===== src/rtl/fcmp_pkg.sv =====
// Shared layout constants and types for the compare flag generator.
// Assumes IEEE-754 binary32 and binary64 field layouts.
package fcmp_pkg;

    localparam int OPND_W   = 64;
    localparam int SP_W     = 32;
    localparam int SP_EXP_W = 8;
    localparam int SP_MAN_W = 23;
    localparam int DP_EXP_W = 11;
    localparam int DP_MAN_W = 52;
    localparam int MAG_W    = OPND_W - 1;
    localparam int FLAG_W   = 4;

    // Bit positions inside a flag nibble
    localparam int FLG_N = 3;
    localparam int FLG_Z = 2;
    localparam int FLG_C = 1;
    localparam int FLG_V = 0;

    // Format codes
    localparam logic [1:0] FMT_SP = 2'd0;
    localparam logic [1:0] FMT_DP = 2'd1;

    // Fixed flag patterns
    localparam logic [FLAG_W-1:0] FLAGS_LT    = 4'b1000;
    localparam logic [FLAG_W-1:0] FLAGS_EQ    = 4'b0110;
    localparam logic [FLAG_W-1:0] FLAGS_GT    = 4'b0010;
    localparam logic [FLAG_W-1:0] FLAGS_UNORD = 4'b0011;

    // Condition groups, selected by the upper three bits of the code
    typedef enum logic [2:0] {
        GRP_ZERO  = 3'd0,
        GRP_CARRY = 3'd1,
        GRP_NEG   = 3'd2,
        GRP_OVF   = 3'd3,
        GRP_ABOVE = 3'd4,
        GRP_SGE   = 3'd5,
        GRP_SGT   = 3'd6,
        GRP_ANY   = 3'd7
    } cond_grp_e;

    // Operand reduced to sign, magnitude and class
    typedef struct packed {
        logic             sign;
        logic [MAG_W-1:0] mag;
        logic             nan;
    } fp_view_t;

endpackage


===== src/rtl/fcmp_unpack.sv =====
// Operand unpacker: reduces one 64-bit operand to a sign, a
// zero-extended magnitude and a NaN flag for the selected precision.
// Assumes single precision lives in the low 32 bits of the bus.
// force_zero replaces the operand with +0.0.
module fcmp_unpack
    import fcmp_pkg::*;
(
    input  logic [OPND_W-1:0] opnd,
    input  logic              is_dbl,
    input  logic              force_zero,
    output fp_view_t          view
);

    localparam int SP_EXP_LSB = SP_MAN_W;
    localparam int DP_EXP_LSB = DP_MAN_W;

    logic [SP_EXP_W-1:0] sp_exp;
    logic [SP_MAN_W-1:0] sp_man;
    logic [DP_EXP_W-1:0] dp_exp;
    logic [DP_MAN_W-1:0] dp_man;
    logic                sp_nan;
    logic                dp_nan;

    // Split both precisions' fields out of the bus
    always_comb begin
        sp_exp = opnd[SP_EXP_LSB +: SP_EXP_W];
        sp_man = opnd[SP_MAN_W-1:0];
        dp_exp = opnd[DP_EXP_LSB +: DP_EXP_W];
        dp_man = opnd[DP_MAN_W-1:0];
        sp_nan = (&sp_exp) && (|sp_man);
        dp_nan = (&dp_exp) && (|dp_man);
    end

    // Choose the precision, or substitute positive zero
    always_comb begin
        if (force_zero) begin
            view.sign = 1'b0;
            view.mag  = '0;
            view.nan  = 1'b0;
        end else if (is_dbl) begin
            view.sign = opnd[OPND_W-1];
            view.mag  = opnd[MAG_W-1:0];
            view.nan  = dp_nan;
        end else begin
            view.sign = opnd[SP_W-1];
            view.mag  = {{(MAG_W-SP_W+1){1'b0}}, opnd[SP_W-2:0]};
            view.nan  = sp_nan;
        end
    end

endmodule


===== src/rtl/fcmp_order.sv =====
// Sign-magnitude ordering of two unpacked operands.
// Assumes neither operand is a NaN when the result is used.
// Signed zeros are treated as equal.
module fcmp_order
    import fcmp_pkg::*;
(
    input  fp_view_t a,
    input  fp_view_t b,
    output logic     is_lt,
    output logic     is_eq,
    output logic     is_gt
);

    logic both_zero;
    logic mag_lt;
    logic mag_gt;

    // Magnitude relations and the signed-zero case
    always_comb begin
        both_zero = (a.mag == '0) && (b.mag == '0);
        mag_lt    = a.mag < b.mag;
        mag_gt    = a.mag > b.mag;
    end

    // Combine signs with magnitudes into the three-way result
    always_comb begin
        is_eq = both_zero || ((a.sign == b.sign) && (a.mag == b.mag));
        is_lt = !is_eq && ((a.sign && !b.sign) ||
                           (!a.sign && !b.sign && mag_lt) ||
                           (a.sign && b.sign && mag_gt));
        is_gt = !is_eq && !is_lt;
    end

endmodule


===== src/rtl/fcmp_cond.sv =====
// Condition evaluator: tests a 4-bit code against an N,Z,C,V nibble.
// The upper three bits pick a group. The low bit inverts the result,
// except for the last group, which always holds.
module fcmp_cond
    import fcmp_pkg::*;
(
    input  logic [3:0]        code,
    input  logic [FLAG_W-1:0] flags,
    output logic              pass
);

    cond_grp_e grp;
    logic      base;
    logic      n_eq_v;

    // Evaluate the group's base predicate
    always_comb begin
        grp    = cond_grp_e'(code[3:1]);
        n_eq_v = flags[FLG_N] == flags[FLG_V];
        unique case (grp)
            GRP_ZERO:  base = flags[FLG_Z];
            GRP_CARRY: base = flags[FLG_C];
            GRP_NEG:   base = flags[FLG_N];
            GRP_OVF:   base = flags[FLG_V];
            GRP_ABOVE: base = flags[FLG_C] && !flags[FLG_Z];
            GRP_SGE:   base = n_eq_v;
            GRP_SGT:   base = !flags[FLG_Z] && n_eq_v;
            default:   base = 1'b1;
        endcase
    end

    // Apply the inversion bit, except for the always-true group
    always_comb begin
        pass = (grp == GRP_ANY) ? 1'b1 : (base ^ code[0]);
    end

endmodule


===== src/rtl/fcmp_flag_gen.sv =====
// Top of the compare flag generator. It unpacks both operands, orders
// them, folds the result into N,Z,C,V and optionally replaces it with an
// immediate when a condition on the current flags fails. The result is
// registered, one cycle of latency. Invalid formats raise fmt_err and
// hold the flags.
module fcmp_flag_gen
    import fcmp_pkg::*;
(
    input  logic              clk,
    input  logic              rst_n,
    input  logic              in_valid,
    input  logic [63:0]       op_a,
    input  logic [63:0]       op_b,
    input  logic [1:0]        fmt,
    input  logic              vs_zero,
    input  logic              cond_mode,
    input  logic [3:0]        cond_code,
    input  logic [3:0]        imm_flags,
    input  logic [3:0]        cur_flags,
    output logic [3:0]        flags_out,
    output logic              out_valid,
    output logic              fmt_err
);

    localparam int N_OPND = 2;

    logic [OPND_W-1:0] opnd   [N_OPND];
    logic              zap    [N_OPND];
    fp_view_t          view   [N_OPND];
    logic              is_dbl;
    logic              fmt_ok;
    logic              lt, eq, gt;
    logic              unord;
    logic              cond_pass;
    logic              run_cmp;
    logic [FLAG_W-1:0] cmp_flags;
    logic [FLAG_W-1:0] nxt_flags;

    // Decode the format and route the operands
    always_comb begin
        fmt_ok  = (fmt == FMT_SP) || (fmt == FMT_DP);
        is_dbl  = (fmt == FMT_DP);
        opnd[0] = op_a;
        opnd[1] = op_b;
        zap[0]  = 1'b0;
        zap[1]  = vs_zero;
    end

    // One unpacker per operand
    for (genvar gi = 0; gi < N_OPND; gi++) begin : g_unpack
        fcmp_unpack u_unpack (
            .opnd       (opnd[gi]),
            .is_dbl     (is_dbl),
            .force_zero (zap[gi]),
            .view       (view[gi])
        );
    end

    fcmp_order u_order (
        .a     (view[0]),
        .b     (view[1]),
        .is_lt (lt),
        .is_eq (eq),
        .is_gt (gt)
    );

    fcmp_cond u_cond (
        .code  (cond_code),
        .flags (cur_flags),
        .pass  (cond_pass)
    );

    // Fold the ordering into a flag nibble, unordered first
    always_comb begin
        unord = view[0].nan || view[1].nan;
        if (unord)      cmp_flags = FLAGS_UNORD;
        else if (lt)    cmp_flags = FLAGS_LT;
        else if (eq)    cmp_flags = FLAGS_EQ;
        else if (gt)    cmp_flags = FLAGS_GT;
        else            cmp_flags = FLAGS_UNORD;
    end

    // Pick the compare result or the immediate
    always_comb begin
        run_cmp   = !cond_mode || cond_pass;
        nxt_flags = run_cmp ? cmp_flags : imm_flags;
    end

    // Result register with synchronous active-low reset
    always_ff @(posedge clk) begin
        if (!rst_n) begin
            flags_out <= '0;
            out_valid <= 1'b0;
            fmt_err   <= 1'b0;
        end else begin
            out_valid <= in_valid;
            fmt_err   <= in_valid && !fmt_ok;
            if (in_valid && fmt_ok) begin
                flags_out <= nxt_flags;
            end
        end
    end

endmodule


===== config.mk =====
export PLATFORM = sky130hd
export DESIGN_NAME = fcmp_flag_gen
export DESIGN_NICKNAME = d
export VERILOG_FILES = /design/src/rtl/fcmp_pkg.sv /design/src/rtl/fcmp_unpack.sv /design/src/rtl/fcmp_order.sv /design/src/rtl/fcmp_cond.sv /design/src/rtl/fcmp_flag_gen.sv
export SDC_FILE = /design/constraint.sdc
export NUM_CORES = 1
export LEC_CHECK = 0
export ABC_AREA = 1
export BUFFER_PORTS_ARGS = -buffer_cell sky130_fd_sc_hd__clkbuf_2
export CAP_MARGIN = 20
export CORE_ASPECT_RATIO = 0.75
export CORE_MARGIN = 1
export CORE_UTILIZATION = 50
export CTS_CLUSTER_DIAMETER = 60
export DETAILED_ROUTE_END_ITERATION = 8
export GPL_ROUTABILITY_DRIVEN = 0
export PLACE_DENSITY = 0.84
export SLEW_MARGIN = 40
export SYNTH_ARGS = -nofsm -noshare
export SYNTH_HDL_FRONTEND = slang
export SYNTH_SLANG_ARGS = --single-unit
export TNS_END_PERCENT = 5

===== constraint.sdc =====
create_clock -name clk -period 3.4 [get_ports clk]
set_input_delay 0.34 -clock clk [delete_from_list [all_inputs] [get_ports clk]]
set_output_delay 0.34 -clock clk [all_outputs]
set_load 0.01 [all_outputs]

==> flow_summary.json, run 1 <==
{
  "outcome": "finished, final reports clean",
  "ios": 153,
  "worst_ep_arrival_time_ps": 2790,
  "syn_area_um2": 3520,
  "cp.required_ps": 3560,
  "synth.ff_latch_count": 6,
  "maxSlewViolCount": 0,
  "ys_seq_area_share_pct": 3.413,
  "grt.total_usage_pct": 29.89,
  "worstPathCellList": "clkbuf_2, inv_2, nand2_4, nor2_4, buf_4, nand2_1, ha_1, nand2_1, nor4_1, nand3_1, nor2_1, nor2_1, nand2_1, nand3_1, nand2_2, nand2_1, a21oi_2",
  "cap_violations": 0,
  "final_critical_period_ps": 2629,
  "power.static_leakage_nw": 2.567,
  "cts-buffers-inserted": 3,
  "period_share_pct": 77.32,
  "clock_tree.htree_level_count": 1,
  "critPathMaxStageDelay_ps": 370,
  "crit_path_end_kind": "flip-flop",
  "clk_latency_ps": 220,
  "preCtsSetupSlack_ps": 635.0,
  "die_w_um": 98.88,
  "clkSlewWorstSetupHoldPaths_ps": 40,
  "timing.critical_path.mode_cell": "nand2_1",
  "fin_hold_ws_ps": 338.0,
  "worst-path-max-fanout": 46,
  "detail_route.first_pass.iterations": 5,
  "die_area_um2": 7382,
  "tritoncts_clock_tree": "built",
  "drive_gt1_share_pct": 20.61,
  "worst_pin_slew_ps": 534.7,
  "io_port_bufs": 152,
  "post_syn_instances": 675,
  "met1_usage_pct": 41.24,
  "holdBufCountCts": 0,
  "timing.critical_path.slowest_stage_cell": "nor4_1",
  "final_net_count": 1035,
  "ant_nets": 0,
  "power-per-cell-area_nw_per_um2": 154.5,
  "route.vias.total": 4924,
  "post_cts.repair.setup_buffers": 0,
  "route.detailed.vias_per_inst": 5.447,
  "detailedPlacementHpwl_um": 10320,
  "antenna_cells_inserted": 0,
  "antenna_found_initial": 0,
  "final_core_util_pct": 64.32,
  "grt_overflow_total": 0,
  "fillerInstances": 682,
  "yosysUniqueCellTypes": 29,
  "synth_area_per_cell_um2": 5.214,
  "grt_pass1_wl_um": 18130,
  "coreArea_um2": 6799,
  "postSynthNetCount": 888,
  "finalSetupViolCount": 0,
  "grt_max_degree": 52,
  "post_cts_resized": 0,
  "detailed_place.area_um2": 4332,
  "clock_sinks": 6,
  "max-vdd-ir-drop_mv": 0.1640,
  "routed_wl_um": 11580,
  "area.growth.synth_to_final_pct": 24.24,
  "drt_drc_violations_left": 0,
  "headroom_to_the_max_slew_limit_pct": 64.30,
  "setup_tns_ps": 0,
  "timing.final.ws_setup_ps": 771.0,
  "average_detailed_routed_wire_length_per_instance_um": 12.81,
  "drt_iter0_markers": 258,
  "report.final.hold_viol_count": 0,
  "critPathLaunchType": "input pin",
  "floorplan.die.height_um": 74.66,
  "hold_class": "in2reg",
  "global_route.usage.met2_pct": 50.82,
  "timing_worst_setup_path_type": "in2reg",
  "mostFrequentLayoutCell": "nand2_1",
  "synth-warning-count": 0,
  "mostFrequentLayoutCells": "nand2_1, clkbuf_2, nor2_1",
  "effective_utilization_at_floorplan_pct": 51.77,
  "fin_skew_ps": 0,
  "clock_buffer_depth": 2,
  "use_met3_pct": 4.178,
  "cts_root_buffer": "clkbuf_8",
  "postLayoutCellArea_um2": 4373,
  "fp-row-count": 26,
  "fmax_ghz": 0.3804,
  "grt_pass1_vias": 4213,
  "gr-max-usage-layer": "met2",
  "rsz0062_at_grt": "false"
}
-- power by group --
group	switching (mW)	internal, mW
combinational	0.296	0.198
clock	0.0293	0.0759
sequential	0.00161	0.0750
-- synthesized netlist by cell type --
master	instances	share of area, %
o211ai_1	1	0.21
buf_1	5	0.53
inv_2	2	0.21
nand2_4	1	0.32
o21ai_0	24	3.4
ha_1	66	23
buf_6	2	0.64
dfxtp_1	6	3.4
o21bai_1	1	0.21
xor2_1	1	0.25
a21oi_1	43	6.1
nor3_1	7	1.0
nand3_1	29	4.1
nor4_1	4	0.71
a21o_1	2	0.43
nand2_1	213	23
o21a_1	3	0.64
nor2_1	141	15
nor2_4	1	0.32
or2_2	1	0.18
a21oi_2	1	0.25
nand3b_1	4	0.85
nand4_1	23	4.1
buf_2	4	0.57
nand2_2	5	0.89
inv_1	82	8.7
buf_4	1	0.21
a31oi_1	1	0.18
nor3_2	1	0.28
-- sequential cells by signal, indices dropped and copies added, names as in the netlist --
| signal | cells |
|---|---|
| out_valid | 1 |
| fmt_err | 1 |
| flags_out | 4 |
-- path summary, 6_finish.rpt --
kind	from	end	slack [ps]	cells after the start
min	in_valid	out_valid	340	3
max reg2reg	flags_out[3]	flags_out[3]	2770	2
min reg2reg	flags_out[0]	flags_out[0]	460	2
max	fmt[1]	flags_out[1]	770	17
-- routing by layer --
layer,vias to the layer above,share of wire [%]
met5,-,0
met4,0,1.4
met3,26,10
met2,274,43
met1,2153,45
li1,2471,-
-- cells by family after synthesis --
group,Yosys count,share of synthesized area [%]
and+or+nand+nor,430,50.52
buffers and inverters,96,10.91
AOI/OAI and AO/OA,76,11.45
adders and majority gates,66,23.46
DFF,6,3.413
xor gates and xnor gates,1,0.2489
-- per-stage QoR --
step                instances  power (mW)
finish                    904      0.6757
global route              904      0.7438
CTS                       904      0.6690
detailed placement        901      0.5594
global placement          901      0.5430
floorplan                 675      0.3637
-- layout make-up --
cell class	count	area [um2]	area share [%]
inverters	84	315.3	7.210
multi-input cells	573	3015	68.96
repair buffers	154	775.7	17.74
flip-flops and latches	6	120.1	2.747
clock buffers	3	41.29	0.9442
well taps	84	105.1	2.403
-- critical path, delay by kind of cell --
| family | cells | cell delay, ps |
|---|---|---|
| fa+ha+maj | 1 | 320 |
| simple gates | 12 | 1480 |
| compound gates | 1 | 100 |
| buf+inv | 3 | 520 |
Note: power is estimated with default switching activity, not from simulation.
==> inputs of run 2 (changes only) <==
--- a/config.mk
+++ b/config.mk
@@ -10,11 +10,11 @@
 export CAP_MARGIN = 20
 export CORE_ASPECT_RATIO = 0.75
 export CORE_MARGIN = 1
-export CORE_UTILIZATION = 50
+export CORE_UTILIZATION = 45
 export CTS_CLUSTER_DIAMETER = 60
 export DETAILED_ROUTE_END_ITERATION = 8
 export GPL_ROUTABILITY_DRIVEN = 0
-export PLACE_DENSITY = 0.84
+export PLACE_DENSITY = 0.79
 export SLEW_MARGIN = 40
 export SYNTH_ARGS = -nofsm -noshare
 export SYNTH_HDL_FRONTEND = slang
==> constraint.sdc (replaced) <==
create_clock -name clk -period 2.15 [get_ports clk]
set_input_delay 0.215 -clock clk [delete_from_list [all_inputs] [get_ports clk]]
set_output_delay 0.215 -clock clk [all_outputs]
set_load 0.01 [all_outputs]
==> flow_summary.json, run 2 (synthesized netlist as in run 1, its figures left out) <==
{
  "outcome": "finished with violations",
  "violated_checks": "negative setup slack",
  "clock_tree.htree_level_count": 1,
  "detailedPlacementHpwl_um": 10520,
  "max-vdd-ir-drop_mv": 0.3538,
  "power-per-cell-area_nw_per_um2": 235.8,
  "area_of_combinational_cells_with_multiple_inputs_um2": 3338,
  "cap_violations": 0,
  "clock_buffer_depth": 2,
  "effective_utilization_at_floorplan_pct": 47.14,
  "crit_path_end_kind": "flip-flop",
  "grt_max_degree": 21,
  "critPathLaunchType": "input pin",
  "registers.top_by_ff_count": "flags_out",
  "io_port_bufs": 152,
  "area.growth.synth_to_final_pct": 49.45,
  "detailed_place.area_um2": 4776,
  "worst-path-max-fanout": 7,
  "holdBufCountCts": 0,
  "report.final.hold_viol_count": 0,
  "die_area_um2": 8183,
  "fp-row-count": 27,
  "clk_latency_ps": 210,
  "die_w_um": 104.1,
  "clock_sinks": 6,
  "hold_class": "in2reg",
  "mostFrequentLayoutCells": "nand2_1, clkbuf_2, nor2_1",
  "rsz0062_at_grt": "true",
  "grt.total_usage_pct": 28.64,
  "antenna_cells_inserted": 0,
  "ant_nets": 0,
  "maxSlewViolCount": 0,
  "final_critical_period_ps": 2221,
  "average_detailed_routed_wire_length_per_instance_um": 13.40,
  "grt_pass1_wl_um": 19660,
  "grt_pass1_vias": 4487,
  "detail_route.first_pass.iterations": 7,
  "final_net_count": 1087,
  "tritoncts_clock_tree": "built",
  "grt_overflow_total": 0,
  "route.detailed.vias_per_inst": 5.336,
  "drt_iter0_markers": 467,
  "drive_gt1_share_pct": 30.62,
  "timing_worst_setup_path_type": "in2reg",
  "clkSlewWorstSetupHoldPaths_ps": 40,
  "mostFrequentLayoutCell": "nand2_1",
  "worst_ep_arrival_time_ps": 2330,
  "ios": 153,
  "floorplan.die.height_um": 78.59,
  "drt_drc_violations_left": 0,
  "route.vias.total": 5192,
  "routed_wl_um": 13040,
  "fin_skew_ps": 0,
  "power.static_leakage_nw": 2.912,
  "setup_tns_ps": -122.4,
  "fin_hold_ws_ps": 234.8,
  "finalSetupViolCount": 3,
  "coreArea_um2": 7466,
  "fmax_ghz": 0.4502,
  "cts_root_buffer": "clkbuf_8",
  "final_core_util_pct": 70.45,
  "preCtsSetupSlack_ps": -266.2,
  "cts-buffers-inserted": 3,
  "antenna_found_initial": 0,
  "fillerInstances": 658,
  "headroom_to_the_max_slew_limit_pct": 71.70,
  "postLayoutCellArea_um2": 5260,
  "sequential_cell_area_um2": 120.1,
  "largestRegisters": "flags_out (4), fmt_err (1), out_valid (1)",
  "timing.final.ws_setup_ps": -71.47,
  "period_share_pct": 103.3,
  "cp.required_ps": 2260,
  "largest_reg_flops": 4,
  "worst_pin_slew_ps": 420.0
}
## run 2: changes by cell type in the layout (fill, tap and decap cells not counted), sizes merged
| cell | change |
|---|---|
| clkbuf | +2 |
| buf | +50 |
## run 2: power by group
part	leakage, nW	total (mW)	internal (mW)	switching [mW]
Clock	0.0216	0.163	0.120	0.0435
Sequential	0.0494	0.122	0.119	0.00319
Combinational	2.84	0.955	0.425	0.530
Total	2.91	1.24	0.664	0.577
## run 2: worst paths after layout
path | start | end | slack, ps | cells after the start
worst max-delay path | fmt[1] | flags_out[1] | -70 | 19
worst max register to register | flags_out[3] | flags_out[3] | 1500 | 2
worst min-delay path | in_valid | out_valid | 230 | 3
worst min register to register | flags_out[0] | flags_out[0] | 480 | 2
## run 2: layout make-up
cell class / count / share of cell area, %
Multi-Input combinational cell: 573 / 63.46
Sequential cell: 6 / 2.284
Timing Repair Buffer: 206 / 24.98
Inverter: 84 / 6.089
Clock buffer: 3 / 0.7850
Tap cell: 101 / 2.402
## run 2: what timing repair did
| item | 4_1_cts | 5_1_grt |
|---|---|---|
| gates cloned | 1 | 4 |
| endpoints found under the setup margin | 2 | 3 |
| gates resized for setup | 3 | 48 |
| buffers inserted | 1 | 7 |
| pin swaps | 1 | 26 |
## run 2: routing by layer
layer,global-route usage (%),part of all wire (%)
met1,38.51,43
met2,50.27,45
met3,2.907,9.4
met4,4.143,1.8
met5,0,0
## run 2: critical path: stages
cell and delay (ps):
buf_6 100, inv_4 50, nand2_4 50, nor2_4 120
buf_12 150, clkbuf_16 160, nand2_4 50, ha_4 250
nand4_1 210, nor2_1 160, nand2_1 110, nor3_2 200
nand2_1 110, nand2_1 80, nand2_1 60, nand3_2 80
nand2_2 60, nand2_2 60, a21oi_2 50
## run 2: stage by stage
stage	power (mW)	cells
after floorplan	0.5875	675
after global placement	0.9388	958
after detailed placement	0.9621	958
after CTS	1.139	963
after global routing	1.354	973
final	1.240	973
